`src/rtl/crt_pkg.sv`:
```
// Shared definitions for the capture/reload timer: register selects and
// control-word bit positions. Assumes a data width of at least 8 bits.
package crt_pkg;
    typedef enum logic [1:0] {
        SEL_CTRL   = 2'd0,
        SEL_COUNT  = 2'd1,
        SEL_RELOAD = 2'd2,
        SEL_NONE   = 2'd3
    } crt_sel_e;

    localparam int BIT_RUN   = 0;
    localparam int BIT_SRC   = 1;
    localparam int BIT_CAPT  = 2;
    localparam int BIT_TRGEN = 3;
    localparam int BIT_UPDN  = 4;
    localparam int BIT_OVF   = 6;
    localparam int BIT_EXT   = 7;
endpackage

```
`src/rtl/crt_prescale.sv`:
```
// Machine-cycle enable generator: emits a one-clock pulse every DIV clocks.
// Assumes DIV >= 2. Synchronous active-low reset starts the phase at zero.
module crt_prescale #(
    parameter int DIV = 12
) (
    input  logic clk,
    input  logic rst_n,
    output logic tick
);
    localparam int CW = $clog2(DIV);
    localparam logic [CW-1:0] LAST = CW'(DIV - 1);

    logic [CW-1:0] phase_q;

    // Phase counter wraps after DIV states.
    always_ff @(posedge clk) begin
        if (!rst_n)            phase_q <= '0;
        else if (phase_q == LAST) phase_q <= '0;
        else                   phase_q <= phase_q + 1'b1;
    end

    assign tick = (phase_q == LAST);


    tick_spacing_chk: assert property (@(posedge clk) disable iff (!rst_n)
        tick |=> !tick);
endmodule

```
`src/rtl/crt_edge_det.sv`:
```
// Sample-twice falling-edge detector. The pin is sampled on each tick; a
// high sample followed by a low one gives a one-clock pulse in the clock
// after that tick. The pin is assumed synchronous to clk.
module crt_edge_det (
    input  logic clk,
    input  logic rst_n,
    input  logic tick,
    input  logic pin,
    output logic level,
    output logic fall
);
    logic samp_q;
    logic fall_q;

    // Keep the latest sample and flag a high-to-low pair of samples.
    always_ff @(posedge clk) begin
        if (!rst_n) begin
            samp_q <= 1'b0;
            fall_q <= 1'b0;
        end else begin
            fall_q <= tick & samp_q & ~pin;
            if (tick) samp_q <= pin;
        end
    end

    assign level = samp_q;
    assign fall  = fall_q;


    fall_after_tick_chk: assert property (@(posedge clk) disable iff (!rst_n)
        fall |-> $past(tick));
endmodule

```
`src/rtl/cr_timer16.sv`:
```
// Capture/reload timer with trigger-controlled direction. Holds the control
// word, count, reload/capture register and two sticky flags. Counts either
// machine-cycle ticks or count-pin falling edges. Both pins are assumed
// synchronous to clk. CNT_W must be at least 8 to hold the control word.
module cr_timer16 #(
    parameter int CNT_W  = 16,
    parameter int MC_DIV = 12
) (
    input  logic             clk,
    input  logic             rst_n,
    input  logic             cnt_pin,
    input  logic             trig_pin,
    input  logic             wr_en,
    input  logic [1:0]       wr_sel,
    input  logic [CNT_W-1:0] wr_data,
    input  logic [1:0]       rd_sel,
    output logic [CNT_W-1:0] rd_data,
    output logic             ovf_flag,
    output logic             ext_flag,
    output logic             irq
);
    import crt_pkg::*;

    localparam logic [CNT_W-1:0] ALL_ONES = '1;

    logic tick, cnt_fall, cnt_lvl, trg_fall, trg_lvl;

    crt_prescale #(.DIV(MC_DIV)) pre_i (
        .clk(clk), .rst_n(rst_n), .tick(tick));

    crt_edge_det cnt_det_i (
        .clk(clk), .rst_n(rst_n), .tick(tick), .pin(cnt_pin),
        .level(cnt_lvl), .fall(cnt_fall));

    crt_edge_det trg_det_i (
        .clk(clk), .rst_n(rst_n), .tick(tick), .pin(trig_pin),
        .level(trg_lvl), .fall(trg_fall));

    logic ctl_run, ctl_src, ctl_capt, ctl_trgen, ctl_updn;
    logic ovf_q, ext_q;
    logic [CNT_W-1:0] count_q, rel_q;

    logic wr_ctrl, wr_cnt, wr_rel;
    logic updown, dir_up, inc_evt, trg_evt, ovf_evt, unf_evt, cap_evt, hw_load;
    logic [CNT_W-1:0] load_val;

    assign wr_ctrl = wr_en && (crt_sel_e'(wr_sel) == SEL_CTRL);
    assign wr_cnt  = wr_en && (crt_sel_e'(wr_sel) == SEL_COUNT);
    assign wr_rel  = wr_en && (crt_sel_e'(wr_sel) == SEL_RELOAD);

    // Event decode: direction, increments, wraps and trigger actions.
    assign updown   = ctl_updn & ~ctl_capt;
    assign dir_up   = ~updown | trg_lvl;
    assign inc_evt  = ctl_run & (ctl_src ? cnt_fall : tick);
    assign trg_evt  = ctl_trgen & trg_fall & ~updown;
    assign ovf_evt  = inc_evt & dir_up & (count_q == ALL_ONES);
    assign unf_evt  = inc_evt & ~dir_up & (count_q == rel_q);
    assign cap_evt  = ctl_capt & trg_evt;
    assign hw_load  = ~ctl_capt & (ovf_evt | unf_evt | trg_evt);
    assign load_val = unf_evt ? ALL_ONES : rel_q;

    // Control bits are loaded only by a control-word write.
    always_ff @(posedge clk) begin
        if (!rst_n) begin
            ctl_run <= 1'b0; ctl_src <= 1'b0; ctl_capt <= 1'b0;
            ctl_trgen <= 1'b0; ctl_updn <= 1'b0;
        end else if (wr_ctrl) begin
            ctl_run   <= wr_data[BIT_RUN];
            ctl_src   <= wr_data[BIT_SRC];
            ctl_capt  <= wr_data[BIT_CAPT];
            ctl_trgen <= wr_data[BIT_TRGEN];
            ctl_updn  <= wr_data[BIT_UPDN];
        end
    end

    // Count: hardware reload beats a software write, which beats a step.
    always_ff @(posedge clk) begin
        if (!rst_n)       count_q <= '0;
        else if (hw_load) count_q <= load_val;
        else if (wr_cnt)  count_q <= wr_data;
        else if (inc_evt) count_q <= dir_up ? count_q + 1'b1 : count_q - 1'b1;
    end

    // Reload/capture register: capture beats a software write.
    always_ff @(posedge clk) begin
        if (!rst_n)       rel_q <= '0;
        else if (cap_evt) rel_q <= count_q;
        else if (wr_rel)  rel_q <= wr_data;
    end

    // Sticky flags: hardware events take priority over software writes.
    always_ff @(posedge clk) begin
        if (!rst_n) begin
            ovf_q <= 1'b0;
            ext_q <= 1'b0;
        end else begin
            if (ovf_evt | unf_evt) ovf_q <= 1'b1;
            else if (wr_ctrl)      ovf_q <= wr_data[BIT_OVF];
            if (updown & (ovf_evt | unf_evt)) ext_q <= ~ext_q;
            else if (trg_evt)                 ext_q <= 1'b1;
            else if (wr_ctrl)                 ext_q <= wr_data[BIT_EXT];
        end
    end

    // Read multiplexer.
    always_comb begin
        rd_data = '0;
        case (crt_sel_e'(rd_sel))
            SEL_CTRL: begin
                rd_data[BIT_RUN]   = ctl_run;
                rd_data[BIT_SRC]   = ctl_src;
                rd_data[BIT_CAPT]  = ctl_capt;
                rd_data[BIT_TRGEN] = ctl_trgen;
                rd_data[BIT_UPDN]  = ctl_updn;
                rd_data[BIT_OVF]   = ovf_q;
                rd_data[BIT_EXT]   = ext_q;
            end
            SEL_COUNT:  rd_data = count_q;
            SEL_RELOAD: rd_data = rel_q;
            default:    rd_data = '0;
        endcase
    end

    assign ovf_flag = ovf_q;
    assign ext_flag = ext_q;
    assign irq      = ovf_q | (ext_q & ~updown);


    capture_copy_chk: assert property (@(posedge clk) disable iff (!rst_n)
        cap_evt |=> (rel_q == $past(count_q)) && ext_q);

    capture_wrap_chk: assert property (@(posedge clk) disable iff (!rst_n)
        (ctl_capt && ovf_evt && !wr_cnt) |=> (count_q == '0) && ovf_q);

    underflow_load_chk: assert property (@(posedge clk) disable iff (!rst_n)
        unf_evt |=> (count_q == ALL_ONES) && ovf_q);

    ovf_sticky_chk: assert property (@(posedge clk) disable iff (!rst_n)
        $fell(ovf_q) |-> $past(wr_ctrl));

    run_hold_chk: assert property (@(posedge clk) disable iff (!rst_n)
        (!ctl_run && !hw_load && !wr_cnt) |=> $stable(count_q));
endmodule

```
`config.mk`:
```
export PLATFORM = sky130hd
export DESIGN_NAME = cr_timer16
export DESIGN_NICKNAME = d
export VERILOG_FILES = /design/src/rtl/crt_pkg.sv /design/src/rtl/crt_prescale.sv /design/src/rtl/crt_edge_det.sv /design/src/rtl/cr_timer16.sv
export SDC_FILE = /design/constraint.sdc
export NUM_CORES = 1
export LEC_CHECK = 0
export ABC_AREA = 0
export ABC_CLOCK_PERIOD_IN_PS = 3400
export BUFFER_PORTS_ARGS = -buffer_cell sky130_fd_sc_hd__buf_2
export CORE_ASPECT_RATIO = 0.75
export CORE_MARGIN = 3
export CORE_UTILIZATION = 40
export DETAILED_ROUTE_END_ITERATION = 6
export PLACE_DENSITY = 0.58
export SYNTH_ARGS = -nofsm -noshare
export SYNTH_HDL_FRONTEND = slang
export SYNTH_SLANG_ARGS = --single-unit
```
`constraint.sdc`:
```
create_clock -name clk -period 3.4 [get_ports clk]
set_input_delay 0.34 -clock clk [delete_from_list [all_inputs] [get_ports clk]]
set_output_delay 0.34 -clock clk [all_outputs]
set_load 0.05 [all_outputs]
```
==> impl_metrics.tcl <==
set metrics [dict create \
    status "complete, no violations" \
    grt_max_degree 28 \
    pin_count 44 \
    port_buffers 43 \
    layout-drive-gt1-share 0.162 \
    holdPathStages 2 \
    rsz0062_at_grt "no" \
    path_cells "or3b_4 > xnor2_1 > ha_1 > nor3_1 > or4b_4 > or4_4 > a211oi_2 > a31oi_1 > a211o_1 > o21ai_2" \
    grt_pass1_vias 3238 \
    dp_hpwl_mm 7.93 \
    async_reset_ff_frac 0 \
    power.density_mw_per_mm2 343 \
    firstDrtPassIters 5 \
    root_buffer "clkbuf_8" \
    drt_iter0_markers 422 \
    synth-edff-count 0 \
    skew_ns 0.0104 \
    syn_to_final_growth_pct 11.6 \
    cts_tree "done" \
    slew_headroom 0.520 \
    r2r_cells 10 \
    rr_startpoint "ctl_updn$_SDFFE_PN0P_" \
    n_antenna_cell 0 \
    ctsHtreeMaxLevel 2 \
    cap_violations 0 \
    grtUsageTotal 0.235 \
    arrival_ns 3.41 \
    cts_buffers 5 \
    maxSlewViolCount 0 \
    finalCritPeriodShare 0.928 \
    drc 0 \
    min_path_type "primary input to flip-flop" \
    grt-ovfl-total 0 \
    avgViaCountPerCell 6.13 \
    holdCritStartpoint "cnt_pin" \
    fin_ws_ns 0.244 \
    post-route-min-period_ns 3.16 \
    ant_nets 0 \
    grt_pass1_wl_mm 17.8 \
    fmax_mhz 317 \
    cts.sinks 47 \
    cts-resized-gates 0 \
    critPathLaunchType "flip-flop" \
    antenna_found_initial 0 \
    drt_wl_total_mm 11.2 \
    ys_seq_elements 47 \
    synth_area_per_cell_sq_um 7.73 \
    path_max_fanout 13 \
    cts_setup_buffers 0 \
    leakagePower_uw 0.00160 \
    insertion_delay_ns 0.31 \
    worst-setup-path-type "flip-flop to flip-flop" \
    slowest_delay_ns 0.51 \
    cts_hold_buffers 0 \
    r2r_setup_slack_ns 0.24 \
    peakVddDrop_v 0.000131 \
    cts_buffer_depth 2 \
    path_clk_slew_ns 0.09 \
    num_vias 3381 \
    synthCells 425 \
    synthFlopType "dfxtp_1" \
    hold_path_end "cnt_det_i.fall$_SDFF_PN0_" \
    max_slew.worst_pin.slew_ns 0.718 \
    fin_nets 482 \
    die_w_um 111 \
    coreArea_sq_mm 0.00767 \
    synth_area_sq_mm 0.00329 \
    totalNegativeSetupSlack_ns 0 \
    reg2reg_to "count_q[10]$_SDFFE_PN0P_" \
    start_util 0.428 \
    required_ns 3.65 \
    drt-wirelength-per-cell_um 20.2 \
    dieArea_sq_mm 0.00935 \
    yosysUniqueCellTypes 53 \
    critical_path.endpoint_type "flip-flop" \
    gp_congestion 0.946 \
    yosysWarnings 0 \
    std_cell_rows 27 \
    setup_viol_count_final 0 \
    yosysSeqAreaShare 0.286 \
    finalHoldViolCount 0 \
    dieHeight_um 84.5 \
    dp_slack_ns 0.287 \
    synth_fp_nets 456 \
    worst_path_max_delay_cell "or4b_4" \
]
[report_power, final]
group          total [uW]  switching (uW)  internal [uW]
clock                 363             203            160
sequential            630            53.1            577
combinational         266             159            107
[placed cells by master (no fill, tap or decap), drive strengths merged, types with 2 or more instances in the layout]
cell type / instances
a211o: 6
o22ai: 8
a22oi: 10
and2: 3
or3: 4
a21oi: 28
nand2: 20
a31oi: 2
nand2b: 3
xnor2: 5
ha: 6
clkbuf: 6
nor3: 14
nor2: 60
a211oi: 23
nand4: 5
xor2: 24
nor2b: 9
or2: 2
o211ai: 2
buf: 57
dfxtp: 47
o21ai: 18
or4: 5
nand3b: 2
nor3b: 5
a21o: 2
a222oi: 7
nand3: 11
mux2i: 23
o31a: 2
nor4: 5
and3: 7
nor4b: 2
inv: 5
[metal layers]
metal,vias up,wire length [um],global-route usage
li1,1611,-,-
met1,1597,5420,0.347
met2,158,4570,0.344
met3,15,1020,0.0591
met4,0,141,0.0503
met5,-,0,0
[worst max-delay path: cells and delay by family, from the launching register on]
| family | cells | cell delay (ns) |
|---|---|---|
| xor gates and xnor gates | 1 | 0.15 |
| DFF | 1 | 0.43 |
| AOI/OAI and AO/OA | 4 | 0.66 |
| and+or+nand+nor | 4 | 1.63 |
| adders and majority gates | 1 | 0.23 |
[cells by family (layout without fill, tap and decap cells)]
group	Yosys count	in the layout	synth area share
flip-flops	47	47	0.286
adder cells (fa/ha/maj)	6	6	0.0228
XOR/XNOR	29	29	0.0773
buffers and inverters	43	69	0.0522
AO/OA/AOI/OAI	116	116	0.240
multiplexers	24	24	0.0735
AND/OR/NAND/NOR	160	160	0.248
[cell type report]
cell class | count | area, sq um
clock buffer | 6 | 82.6
clock inverter | 1 | 5.00
fill | 771 | 4000
inverter | 5 | 18.8
multi-input combinational | 335 | 2170
sequential | 47 | 941
tap | 101 | 126
timing repair buffer | 57 | 320
[Yosys cell counts (3+ instances only)]
cell      instances  share of area
nand4_1           5         0.0095
nor3b_1           4         0.0091
mux2i_1          23          0.070
dfxtp_1          47           0.29
and2_1            3         0.0057
a222oi_1          7          0.021
buf_1             3         0.0034
clkbuf_1         32          0.037
nor2b_1           9          0.017
a211o_1           6          0.016
nand2_1          20          0.023
xnor2_1           5          0.013
o21ai_0          17          0.026
a211oi_1         22          0.050
nand2b_1          3         0.0057
a21oi_1          28          0.043
ha_1              6          0.023
nand3_1          11          0.017
inv_1             5         0.0057
nor3_1           14          0.021
and3_1            7          0.013
xor2_1           24          0.064
or3_1             4         0.0076
o22ai_1           8          0.015
or4_1             4         0.0091
a22oi_1          10          0.023
nor2_1           60          0.069
nor4_1            5         0.0095
[stage by stage]
step	instances	util	cell area (sq um)	hold WS [ns]	power, uW
6_report	552	0.478	3670	0.207	1260
5_1_grt	552	0.478	3670	0.194	1320
4_1_cts	552	0.478	3670	0.203	1260
3_5_place_dp	545	0.467	3580	0.445	901
3_3_place_gp	545	0.467	3580	0.440	898
2_1_floorplan	425	-	3290	0.416	816
[state kept, by name (all words and copies together) (netlist names)]
register / count
count_q: 16
ctl_capt: 1
trg_det_i.level: 1
cnt_det_i.fall: 1
ctl_run: 1
ext_flag: 1
ovf_flag: 1
ctl_trgen: 1
ctl_updn: 1
ctl_src: 1
trg_det_i.fall: 1
rel_q: 16
pre_i.phase_q: 4
cnt_det_i.level: 1
[worst max path at each step]
| stage | start | to | slack [ns] | depth (start not counted) |
|---|---|---|---|---|
| 6_report | ctl_updn$_SDFFE_PN0P_ | count_q[10]$_SDFFE_PN0P_ | 0.24 | 10 |
| 4_1_cts | ctl_updn$_SDFFE_PN0P_ | count_q[10]$_SDFFE_PN0P_ | 0.25 | 10 |
| 3_3_place_gp | ctl_updn$_SDFFE_PN0P_ | count_q[10]$_SDFFE_PN0P_ | 0.34 | 10 |
| 5_1_grt | ctl_updn$_SDFFE_PN0P_ | count_q[10]$_SDFFE_PN0P_ | 0.03 | 10 |
| 2_1_floorplan | ctl_capt$_SDFFE_PN0P_ | count_q[10]$_SDFFE_PN0P_ | 0.29 | 12 |
| 3_5_place_dp | ctl_updn$_SDFFE_PN0P_ | count_q[10]$_SDFFE_PN0P_ | 0.29 | 10 |
No activity file was read; power rests on OpenSTA's default activity.
